**src/rtl/frp_pkg.sv**
```systemverilog
package frp_pkg;
  typedef enum logic {M_ARRAY = 1'b0, M_IDENT = 1'b1} rd_mode_e;
  typedef enum logic [1:0] {K_NONE, K_PROG, K_ERASE, K_UNPROT} op_kind_e;

  localparam logic [7:0] CMD_TO_ARRAY = 8'hF0;
  localparam logic [7:0] CMD_TO_IDENT = 8'h90;
  localparam logic [7:0] CMD_PROG     = 8'h10;
  localparam logic [7:0] CMD_ERASE    = 8'h30;
  localparam logic [7:0] CMD_PROTECT  = 8'h60;
  localparam logic [7:0] CMD_UNPROT   = 8'h40;
endpackage

```
**src/rtl/frp_reset_seq.sv**
```systemverilog
module frp_reset_seq #(
  parameter int T_PULSE    = 25,
  parameter int T_RDY_BUSY = 1000,
  parameter int T_RDY_IDLE = 25,
  parameter int T_HOLD     = 2
) (
  input  logic clk,
  input  logic por_n,
  input  logic pin_n,
  input  logic op_busy,
  output logic accept,
  output logic access_ok,
  output logic rec_hold
);
  localparam int REC_MAX = (T_RDY_BUSY > T_RDY_IDLE) ? T_RDY_BUSY : T_RDY_IDLE;
  localparam int LOW_W   = $clog2(T_PULSE + 1);
  localparam int REC_W   = $clog2(REC_MAX + 1);
  localparam int HOLD_W  = $clog2(T_HOLD + 1);

  logic [LOW_W-1:0]  low_cnt;
  logic [REC_W-1:0]  rec_cnt;
  logic [HOLD_W-1:0] hold_cnt;
  logic              taken;

  // accepted on the T_PULSE-th consecutive low sample, once per pulse
  assign accept    = !pin_n && (low_cnt == LOW_W'(T_PULSE - 1));
  assign access_ok = pin_n && !taken && (rec_cnt == '0) && (hold_cnt == '0);

  always_ff @(posedge clk or negedge por_n) begin
    if (!por_n) begin
      low_cnt  <= '0;
      rec_cnt  <= '0;
      hold_cnt <= '0;
      taken    <= 1'b0;
      rec_hold <= 1'b0;
    end else begin
      if (!pin_n) begin
        if (low_cnt != LOW_W'(T_PULSE)) low_cnt <= low_cnt + 1'b1;
      end else begin
        low_cnt <= '0;
      end

      if (accept) begin
        taken    <= 1'b1;
        rec_cnt  <= op_busy ? REC_W'(T_RDY_BUSY) : REC_W'(T_RDY_IDLE);
        rec_hold <= op_busy;
      end else if (rec_cnt != '0) begin
        rec_cnt <= rec_cnt - 1'b1;
        if (rec_cnt == REC_W'(1)) rec_hold <= 1'b0;
      end

      if (pin_n && taken) begin
        taken    <= 1'b0;
        hold_cnt <= HOLD_W'(T_HOLD);
      end else if (hold_cnt != '0) begin
        hold_cnt <= hold_cnt - 1'b1;
      end
    end
  end

  // idle acceptance never raises the busy hold
  p_idle_accept_ready_r4: assert property (@(posedge clk) disable iff (!por_n)
    (accept && !op_busy) |=> !rec_hold);
  // the first high sample after an accepted pulse refuses access
  p_hold_after_rise_r5: assert property (@(posedge clk) disable iff (!por_n)
    (pin_n && taken) |=> !access_ok);
endmodule

```
**src/rtl/frp_cmd_ctl.sv**
```systemverilog
module frp_cmd_ctl
  import frp_pkg::*;
#(
  parameter int PROG_CYC   = 40,
  parameter int ERASE_CYC  = 80,
  parameter int UNPROT_CYC = 60
) (
  input  logic       clk,
  input  logic       por_n,
  input  logic       accept,
  input  logic       wr_stb,
  input  logic [7:0] din,
  input  logic       grp_prot,
  output rd_mode_e   mode,
  output logic       op_busy,
  output logic       set_prot,
  output logic       clr_all
);
  localparam int M1   = (PROG_CYC > ERASE_CYC) ? PROG_CYC : ERASE_CYC;
  localparam int MAXC = (M1 > UNPROT_CYC) ? M1 : UNPROT_CYC;
  localparam int OP_W = $clog2(MAXC + 1);

  logic [OP_W-1:0] op_cnt, op_nxt;
  op_kind_e        kind_q, kind_nxt;
  rd_mode_e        mode_q, mode_nxt;
  logic            busy_q;

  always_comb begin
    op_nxt   = op_cnt;
    kind_nxt = kind_q;
    mode_nxt = mode_q;
    set_prot = 1'b0;
    clr_all  = 1'b0;
    if (accept) begin
      op_nxt   = '0;
      kind_nxt = K_NONE;
      mode_nxt = M_ARRAY;
    end else if (op_cnt != '0) begin
      op_nxt = op_cnt - 1'b1;
      if (op_cnt == OP_W'(1)) begin
        kind_nxt = K_NONE;
        clr_all  = (kind_q == K_UNPROT);
      end
    end else if (wr_stb) begin
      case (din)
        CMD_TO_ARRAY: mode_nxt = M_ARRAY;
        CMD_TO_IDENT: mode_nxt = M_IDENT;
        CMD_PROG: if (!grp_prot) begin
          op_nxt   = OP_W'(PROG_CYC);
          kind_nxt = K_PROG;
        end
        CMD_ERASE: if (!grp_prot) begin
          op_nxt   = OP_W'(ERASE_CYC);
          kind_nxt = K_ERASE;
        end
        CMD_PROTECT: set_prot = 1'b1;
        CMD_UNPROT: begin
          op_nxt   = OP_W'(UNPROT_CYC);
          kind_nxt = K_UNPROT;
        end
        default: ;
      endcase
    end
  end

  always_ff @(posedge clk or negedge por_n) begin
    if (!por_n) begin
      op_cnt <= '0;
      kind_q <= K_NONE;
      mode_q <= M_ARRAY;
      busy_q <= 1'b0;
    end else begin
      op_cnt <= op_nxt;
      kind_q <= kind_nxt;
      mode_q <= mode_nxt;
      busy_q <= (op_nxt != '0);
    end
  end

  assign mode    = mode_q;
  assign op_busy = busy_q;

  // an accepted reset leaves array mode and no operation
  p_abort_to_array_r1: assert property (@(posedge clk) disable iff (!por_n)
    accept |=> (mode_q == M_ARRAY && !busy_q));
  // program or erase to a protected group never starts
  p_protected_blocked_r7: assert property (@(posedge clk) disable iff (!por_n)
    (wr_stb && !busy_q && !accept && grp_prot && (din == CMD_PROG || din == CMD_ERASE))
      |=> !busy_q);
endmodule

```
**src/rtl/frp_protect_bank.sv**
```systemverilog
module frp_protect_bank #(
  parameter int N_GROUPS = 8,
  parameter int GRP_W    = $clog2(N_GROUPS)
) (
  input  logic             clk,
  input  logic             por_n,
  input  logic [GRP_W-1:0] grp,
  input  logic             set_prot,
  input  logic             clr_all,
  output logic             prot_sel
);
  logic [N_GROUPS-1:0] prot_q;

  for (genvar g = 0; g < N_GROUPS; g++) begin : g_bit
    always_ff @(posedge clk or negedge por_n) begin
      if (!por_n)                             prot_q[g] <= 1'b0;
      else if (clr_all)                       prot_q[g] <= 1'b0;
      else if (set_prot && grp == GRP_W'(g))  prot_q[g] <= 1'b1;
    end
  end

  assign prot_sel = prot_q[grp];

  // completion of chip unprotect leaves no group protected
  p_unprot_clears_r10: assert property (@(posedge clk) disable iff (!por_n)
    clr_all |=> (prot_q == '0));
endmodule

```
**src/rtl/flash_guard_ctl.sv**
```systemverilog
module flash_guard_ctl
  import frp_pkg::*;
#(
  parameter int          ADDR_W     = 22,
  parameter int          N_GROUPS   = 8,
  parameter int          T_PULSE    = 25,
  parameter int          T_RDY_BUSY = 1000,
  parameter int          T_RDY_IDLE = 25,
  parameter int          T_HOLD     = 2,
  parameter int          PROG_CYC   = 40,
  parameter int          ERASE_CYC  = 80,
  parameter int          UNPROT_CYC = 60,
  parameter logic [7:0]  MFR_CODE   = 8'h5A,
  parameter logic [7:0]  DEV_CODE   = 8'hA7,
  parameter logic [7:0]  ARRAY_FILL = 8'hFF
) (
  input  logic              clk,
  input  logic              por_n,
  input  logic              reset_pin_n,
  input  logic              ce_n,
  input  logic              oe_n,
  input  logic              we_n,
  input  logic [ADDR_W-1:0] addr,
  input  logic [7:0]        din,
  output logic [7:0]        dout,
  output logic              dout_en,
  output logic              ready
);
  localparam int GRP_W = $clog2(N_GROUPS);

  logic             accept, access_ok, rec_hold, op_busy;
  logic             set_prot, clr_all, prot_sel, wr_stb, rd;
  logic [GRP_W-1:0] grp;
  rd_mode_e         mode;
  logic             addr_unused;

  assign grp         = addr[ADDR_W-1 -: GRP_W];
  assign addr_unused = ^addr[ADDR_W-GRP_W-1:2];
  assign wr_stb      = access_ok && !ce_n && !we_n && oe_n;
  assign rd          = access_ok && !ce_n && !oe_n && we_n;

  frp_reset_seq #(
    .T_PULSE(T_PULSE), .T_RDY_BUSY(T_RDY_BUSY),
    .T_RDY_IDLE(T_RDY_IDLE), .T_HOLD(T_HOLD)
  ) i_rst (
    .clk(clk), .por_n(por_n), .pin_n(reset_pin_n), .op_busy(op_busy),
    .accept(accept), .access_ok(access_ok), .rec_hold(rec_hold)
  );

  frp_cmd_ctl #(
    .PROG_CYC(PROG_CYC), .ERASE_CYC(ERASE_CYC), .UNPROT_CYC(UNPROT_CYC)
  ) i_cmd (
    .clk(clk), .por_n(por_n), .accept(accept), .wr_stb(wr_stb), .din(din),
    .grp_prot(prot_sel), .mode(mode), .op_busy(op_busy),
    .set_prot(set_prot), .clr_all(clr_all)
  );

  frp_protect_bank #(.N_GROUPS(N_GROUPS), .GRP_W(GRP_W)) i_prot (
    .clk(clk), .por_n(por_n), .grp(grp), .set_prot(set_prot),
    .clr_all(clr_all), .prot_sel(prot_sel)
  );

  always_comb begin
    dout = '0;
    if (rd) begin
      if (mode == M_IDENT) begin
        if (addr[1]) dout = {7'b0, prot_sel};
        else         dout = addr[0] ? DEV_CODE : MFR_CODE;
      end else begin
        dout = ARRAY_FILL;
      end
    end
  end

  assign dout_en = rd;
  assign ready   = !(op_busy || rec_hold);  // both terms are flip-flop outputs

  // pin held low never drives the bus
  p_pin_low_quiet_r2: assert property (@(posedge clk) disable iff (!por_n)
    !reset_pin_n |-> !dout_en);
  // output enable high tristates the bus
  p_oe_high_off_r6: assert property (@(posedge clk) disable iff (!por_n)
    oe_n |-> !dout_en);
  // protect status occupies bit 0 only
  p_status_bit0_r8: assert property (@(posedge clk) disable iff (!por_n)
    (dout_en && mode == M_IDENT && addr[1]) |-> (dout[7:1] == 7'd0));
  // abort during an operation keeps busy asserted
  p_busy_abort_r3: assert property (@(posedge clk) disable iff (!por_n)
    (accept && op_busy) |=> !ready);
endmodule

```
**config.mk**
```make
export PLATFORM = sky130hd
export DESIGN_NAME = flash_guard_ctl
export DESIGN_NICKNAME = d
export VERILOG_FILES = /design/src/rtl/frp_pkg.sv /design/src/rtl/frp_reset_seq.sv /design/src/rtl/frp_cmd_ctl.sv /design/src/rtl/frp_protect_bank.sv /design/src/rtl/flash_guard_ctl.sv
export SDC_FILE = /design/constraint.sdc
export NUM_CORES = 1
export LEC_CHECK = 0
export BUFFER_PORTS_ARGS = -buffer_cell sky130_fd_sc_hd__buf_2
export CAP_MARGIN = 40
export CORE_AREA = 4 4 63 108
export CTS_CLUSTER_DIAMETER = 100
export DETAILED_ROUTE_END_ITERATION = 8
export DIE_AREA = 0 0 67 112
export GPL_ROUTABILITY_DRIVEN = 0
export SYNTH_ARGS = -nofsm -noshare
export SYNTH_HDL_FRONTEND = slang
export SYNTH_SLANG_ARGS = --single-unit
```
**constraint.sdc**
```tcl
create_clock -name clk -period 3.46 [get_ports clk]
set_clock_uncertainty 0.2 [all_clocks]
set_input_delay 0.692 -clock clk [delete_from_list [all_inputs] [get_ports clk]]
set_output_delay 0.692 -clock clk [all_outputs]
set_load 0.01 [all_outputs]
```
---- Word level (Yosys, flattened, before mapping) ----
Cells that the tools add are included.
storage, ports and cells
  register bits after elaboration ......... 38
  logic and storage cells ................. 154
  output and inout bits ................... 10
cells by class
  eq/ne operators ......................... 22
  order comparisons ....................... 1
  add/subtract/negate cells ............... 4
  mux-type cells .......................... 58
  reduce and logical (&&, ||, !) cells .... 52
operator list
  operator                                               count
  two-way mux 7 bit                                      5
  two-way mux 1 bit                                      32
  two-way mux 8 bit                                      4
  two-way mux 10 bit                                     3
  nonzero test 2 bit                                     15
  one-hot mux 7 bit (3 select lines)                     1
  logical AND 1 bit                                      18
  equality test 8 x 7 -> 1 bit (second input constant)   2
  equality test 8 bit (second input constant)            2
  two-way mux 2 bit                                      8
  nonzero test 7 bit                                     2
  equality test 3 bit (second input constant)            4
  equality test 10 x 1 -> 1 bit (second input constant)  1
  zero test 10 bit                                       1
  two-way mux 5 bit                                      2
  nonzero test 10 bit                                    1
  subtractor 10 x 1 -> 10 bit (second input constant)    1
  equality test 8 x 5 -> 1 bit (second input constant)   1
  equality test 8 x 6 -> 1 bit (second input constant)   1
  != test 4 bit (second input constant)                  2
  equality test 7 x 1 -> 1 bit (second input constant)   1
  subtractor 7 x 1 -> 7 bit (second input constant)      1
  equality test 3 x 2 -> 1 bit (second input constant)   2
  zero test 1 bit                                        6
  other kinds (20)                                       21

---- Depth between registers and ports, before layout ----
  depth in word-level cells ............... 13
  depth in mapped cells ................... 8

---- By module ----
From an unflattened synthesis, not the netlist that was laid out.
unflattened totals
  cell total of the unflattened synthesis .. 244
  area total of the unflattened synthesis .. 2316.0 µm²
by module, submodules not included
  module            area an instance (µm²)  seq. area each (µm²)  times used  cells an instance
  frp_reset_seq     999.7                   475.5                 1           100
  frp_cmd_ctl       793.3                   275.3                 1           92
  frp_protect_bank  426.7                   200.2                 1           37
  flash_guard_ctl   96.3                    0.0                   1           15

---- Least setup slack after synthesis ----
OpenSTA, ideal clock, no wires.
  kind .................................... reg2out
  start ................................... reg i_rst.rec_cnt[6]
  end ..................................... out dout[5]
  data required time ...................... 2.568 ns
  arrival time ............................ 2.664 ns
  path slack .............................. -0.096 ns
  stages on the path, launching flop included .. 7
  cells stage by stage .................... dfrtp_1 nor4_2 nand3_2 or4b_1 a21oi_1 a21boi_0 buf_4
on the way
  longest elaborated chain between the ends .. 7
RTL lines
  item                             RTL line               RTL
  from (decl)                      frp_reset_seq.sv:21    logic [REC_W-1:0] rec_cnt;
  from (signal assigned)           frp_reset_seq.sv:45    rec_cnt <= op_busy ? REC_W'(T_RDY_BUSY) : REC_W'(T_RDY_IDLE);
  from (signal assigned)           frp_reset_seq.sv:48    rec_cnt <= rec_cnt - 1'b1;
  zero test 10 bit                 frp_reset_seq.sv:27    assign access_ok = pin_n && !taken && (rec_cnt == '0) && (hold_cnt == '0);
  logical AND 1 bit (2 in series)  frp_reset_seq.sv:27
  logical AND 1 bit (3 in series)  flash_guard_ctl.sv:40  assign rd = access_ok && !ce_n && !oe_n && we_n;
  two-way mux 8 bit                flash_guard_ctl.sv:65  if (rd) begin
  to (decl)                        flash_guard_ctl.sv:25  output logic [7:0] dout,
No other way between the ends.

---- Worst setup path in the final report ----
  start ................................... reg i_rst.hold_cnt[0]
  end ..................................... out dout[7]
on the way
  longest elaborated chain between the ends .. 6
RTL lines
  item                             RTL line               RTL
  from (decl)                      frp_reset_seq.sv:22    logic [HOLD_W-1:0] hold_cnt;
  from (signal assigned)           frp_reset_seq.sv:54    hold_cnt <= HOLD_W'(T_HOLD);
  from (signal assigned)           frp_reset_seq.sv:56    hold_cnt <= hold_cnt - 1'b1;
  zero test 2 bit                  frp_reset_seq.sv:27
  logical AND 1 bit                frp_reset_seq.sv:27
  logical AND 1 bit (3 in series)  flash_guard_ctl.sv:40
  two-way mux 8 bit                flash_guard_ctl.sv:65
No other way between the ends.

==> key figures <==
Drt
  – Via density: 5.300
  – Vias: 1839
  – DR pass1 iterations: 4
  – Avg WL per Cell: 14.48 µm
  – Final ANT Viol Nets: 0
  – Iter 0 DRT Violations: 72
  – Post-Route WL: 5025 µm
  – DRC viols: 0

CTS
  – TritonCTS clock tree: built
  – Clk root buf: clkbuf_8
  – Later-pin clock latency in the skew report: 290 ps
  – TritonCTS Buffers: 5
  – Post-CTS Setup Bufs: 0
  – Clock Path Buffers: 2
  – H-Tree Depth: 2
  – CTS clock-pin slew for the worst setup and hold paths: 80 ps
  – Clock sinks: 38

Place
  – Post-Place Cells: 338
  – Hpwl dp: 3829 µm
  – DP Worst Slack: 226.4 ps
  – IO Port Bufs: 28

Finish
  – Non-Filler Instances: 347
  – Post-layout util: 0.4620
  – Final #Nets: 313
  – Number of fillers in the final layout: 587
  – P&R area growth vs syn: 16.72%
  – Layout cell share with drive strength beyond 1: 0.2379
  – ANT cells: 0

Synthesis
  – Yosys top cell area share: 0.4086
  – Number of synthesized flops with an enable pin: 0
  – Syn Std Cell Area: 0.002327 mm²
  – Async S/R FF share, synth: 1.000
  – Seq/Total Area, Yosys: 0.4086
  – Top post-synthesis cells by area: dfrtp_1, ha_1, nor2_1
  – Syn Area/Cell: 9.903 µm²
  – Syn Nets: 280
  – Cells after Synth: 235
  – #FFs+latches synth: 38
  – Leading area contributor after synthesis: dfrtp_1
  – Synth unique cells: 61
  – Dominant synthesized flop cell: dfrtp_1
  – Synth warn: 0

Timing
  – Least-Margin Pin Slew: 595.2 ps
  – RSZ-0062 raised after global routing: no
  – Final Hold Viols: 0
  – Post-layout minimum cycle time: 3235 ps
  – Slew headroom: 0.5995
  – Number of setup violations in the final report: 0
  – Setup TNS: 0 ps
  – Hold WS: 291.8 ps
  – Fin. max-slew vios: 0
  – Fin crit share: 0.9349
  – Fmax: 0.3091 GHz
  – Crit path setup slack, layout: 225.3 ps

Critical path
  – Crit path launch type: flop
  – CP max stage cell: or4b_1
  – Worst setup path category: reg2out
  – Worst EP arrival: 2340 ps
  – Worst-case reg-to-reg path depth: 6
  – R2r endpoint: i_cmd.op_busy$_DFF_PN0_
  – Req. time, crit path: 2570 ps
  – Critical path endpoint category: output port
  – CP max FO: 4
  – CP peak stage delay: 520 ps
  – R2r startpoint: i_cmd.op_cnt[2]$_DFF_PN0_
  – R2R setup slack: 770 ps
  – CP cell instances: inv_1 -> ha_1 -> and4bb_2 -> or4b_1 -> a21oi_1 -> a21boi_2 -> buf_2

Outcome
  – Outcome: finished clean

Hold path
  – Hold Crit Class: reg2reg
  – Hold Path End: i_prot.prot_q[1]$_DFFE_PN0P_
  – Hold depth: 1
  – Hold_sp: i_prot.prot_q[1]$_DFFE_PN0P_

GRT
  – Grt ovf: 0
  – Initial antenna violation count: 0
  – First-pass GRT wire length: 8493 µm
  – GRT Total Usage: 0.1446
  – Pin count of the biggest net entering global routing: 37
  – Vias in the first global route: 1886

Power
  – Pwr per Cell Area: 619.2 mW/mm²
  – Leak: 1.256 nW
  – Maximum VDD drop: 0.3266 mV

Floorplanning
  – Core footprint: 0.005879 mm²
  – Effective utilization at floorplan: 0.3958
  – Std cell rows: 37
  – IO Count: 46
  – Die area: 0.007504 mm²
  – Die Width: 67 µm
  – Die Ht: 112 µm

Run
  – Max_cap viols: 0
worst max path at each step:
stage / depth (start not counted) / slack, ps / endpoint / startpoint
3_3_place_gp: 6 / 280 / dout[2] / reset_pin_n
4_1_cts: 6 / 120 / dout[7] / i_rst.rec_cnt[6]$_DFFE_PN0P_
3_5_place_dp: 6 / 230 / dout[7] / reset_pin_n
5_1_grt: 7 / 60 / dout[7] / i_rst.hold_cnt[0]$_DFFE_PN0P_
2_1_floorplan: 6 / 30 / dout[5] / i_rst.rec_cnt[6]$_DFFE_PN0P_
6_report: 7 / 230 / dout[7] / i_rst.hold_cnt[0]$_DFFE_PN0P_
cell usage after synthesis, drive strengths merged, types with 4 or more instances:
library cell  instances
a21oi                11
a31oi                 4
and3b                 4
buf                   5
dfrtp                38
ha                    9
inv                  16
mux2                  4
nand2                16
nand3                12
nand3b                6
nor2                 24
nor3                  9
nor4                  6
o21a                  5
o21ai                 9
xnor2                 5
xor2                 10
cell usage in the layout, fill, tap and decap left out, types with 3 or more instances in the layout:
| cell | instances |
|---|---|
| o21ai_0 | 8 |
| xor2_1 | 10 |
| buf_4 | 4 |
| nor4_1 | 3 |
| a21oi_1 | 11 |
| a31oi_1 | 4 |
| nand2_1 | 16 |
| ha_1 | 9 |
| buf_2 | 28 |
| inv_1 | 16 |
| nor2_1 | 24 |
| o21a_1 | 5 |
| nand3_1 | 11 |
| dfrtp_1 | 38 |
| xnor2_1 | 5 |
| nor3_1 | 8 |
| clkbuf_8 | 6 |
| nand3b_1 | 4 |
logic make-up after synthesis:
family | share of synthesized area
flops | 0.4086
buf+inv | 0.05322
simple gates | 0.2441
mux | 0.04624
compound gates | 0.1430
fa+ha+maj | 0.04839
xor+xnor | 0.05645
where the power goes:
part / total [mW] / leakage (nW) / internal [mW] / switching (mW)
Combinational: 0.514 / 0.698 / 0.252 / 0.262
Clock: 0.471 / 0.0714 / 0.308 / 0.163
Sequential: 0.698 / 0.487 / 0.562 / 0.136
critical path, delay by kind of cell (launching register included):
kind	cells	cell delay, ps
DFF	1	390
AOI/OAI and AO/OA	2	390
adders and majority gates	1	220
buffers and inverters	2	220
and+or+nand+nor	2	840
sequential cells by signal, indices dropped and copies added, names as in the netlist:
register and cells:
i_cmd.op_busy 1, i_rst.rec_hold 1, i_rst.taken 1, i_cmd.op_cnt 7
i_rst.hold_cnt 2, i_cmd.mode 1, i_cmd.kind_q 2, i_rst.low_cnt 5
i_prot.prot_q 8, i_rst.rec_cnt 10
layout make-up:
class	count	area, µm²	area share
timing repair buffer	34	200.2	0.07370
multi-input combinational	173	1265	0.4657
clock buffer	6	82.58	0.03040
tap	78	97.59	0.03593
clock inverter	2	60.06	0.02211
sequential	38	950.9	0.3501
inverter	16	60.06	0.02211
stage by stage:
stage	total power [mW]	area, µm²
after floorplan	1.060	2327
after global placement	1.197	2531
after detailed placement	1.209	2551
after CTS	1.693	2704
after global routing	1.791	2716
final	1.682	2716
layer usage:
| layer | wire length, µm | track usage | vias to the layer above |
|---|---|---|---|
| met5 | 0 | 0 | - |
| met4 | 112 | 0.05827 | 0 |
| met3 | 124 | 0.02825 | 11 |
| met2 | 2800 | 0.2740 | 27 |
| met1 | 1988 | 0.1458 | 898 |
| li1 | - | - | 903 |
what timing repair did:
| item | CTS | global route |
|---|---|---|
| resized for setup | 0 | 2 |
| endpoints found under the setup margin | 0 | 3 |
| hold endpoints to repair | 2 | 0 |
| hold buffers | 1 | 0 |
Note: power is estimated with default switching activity, not from simulation.
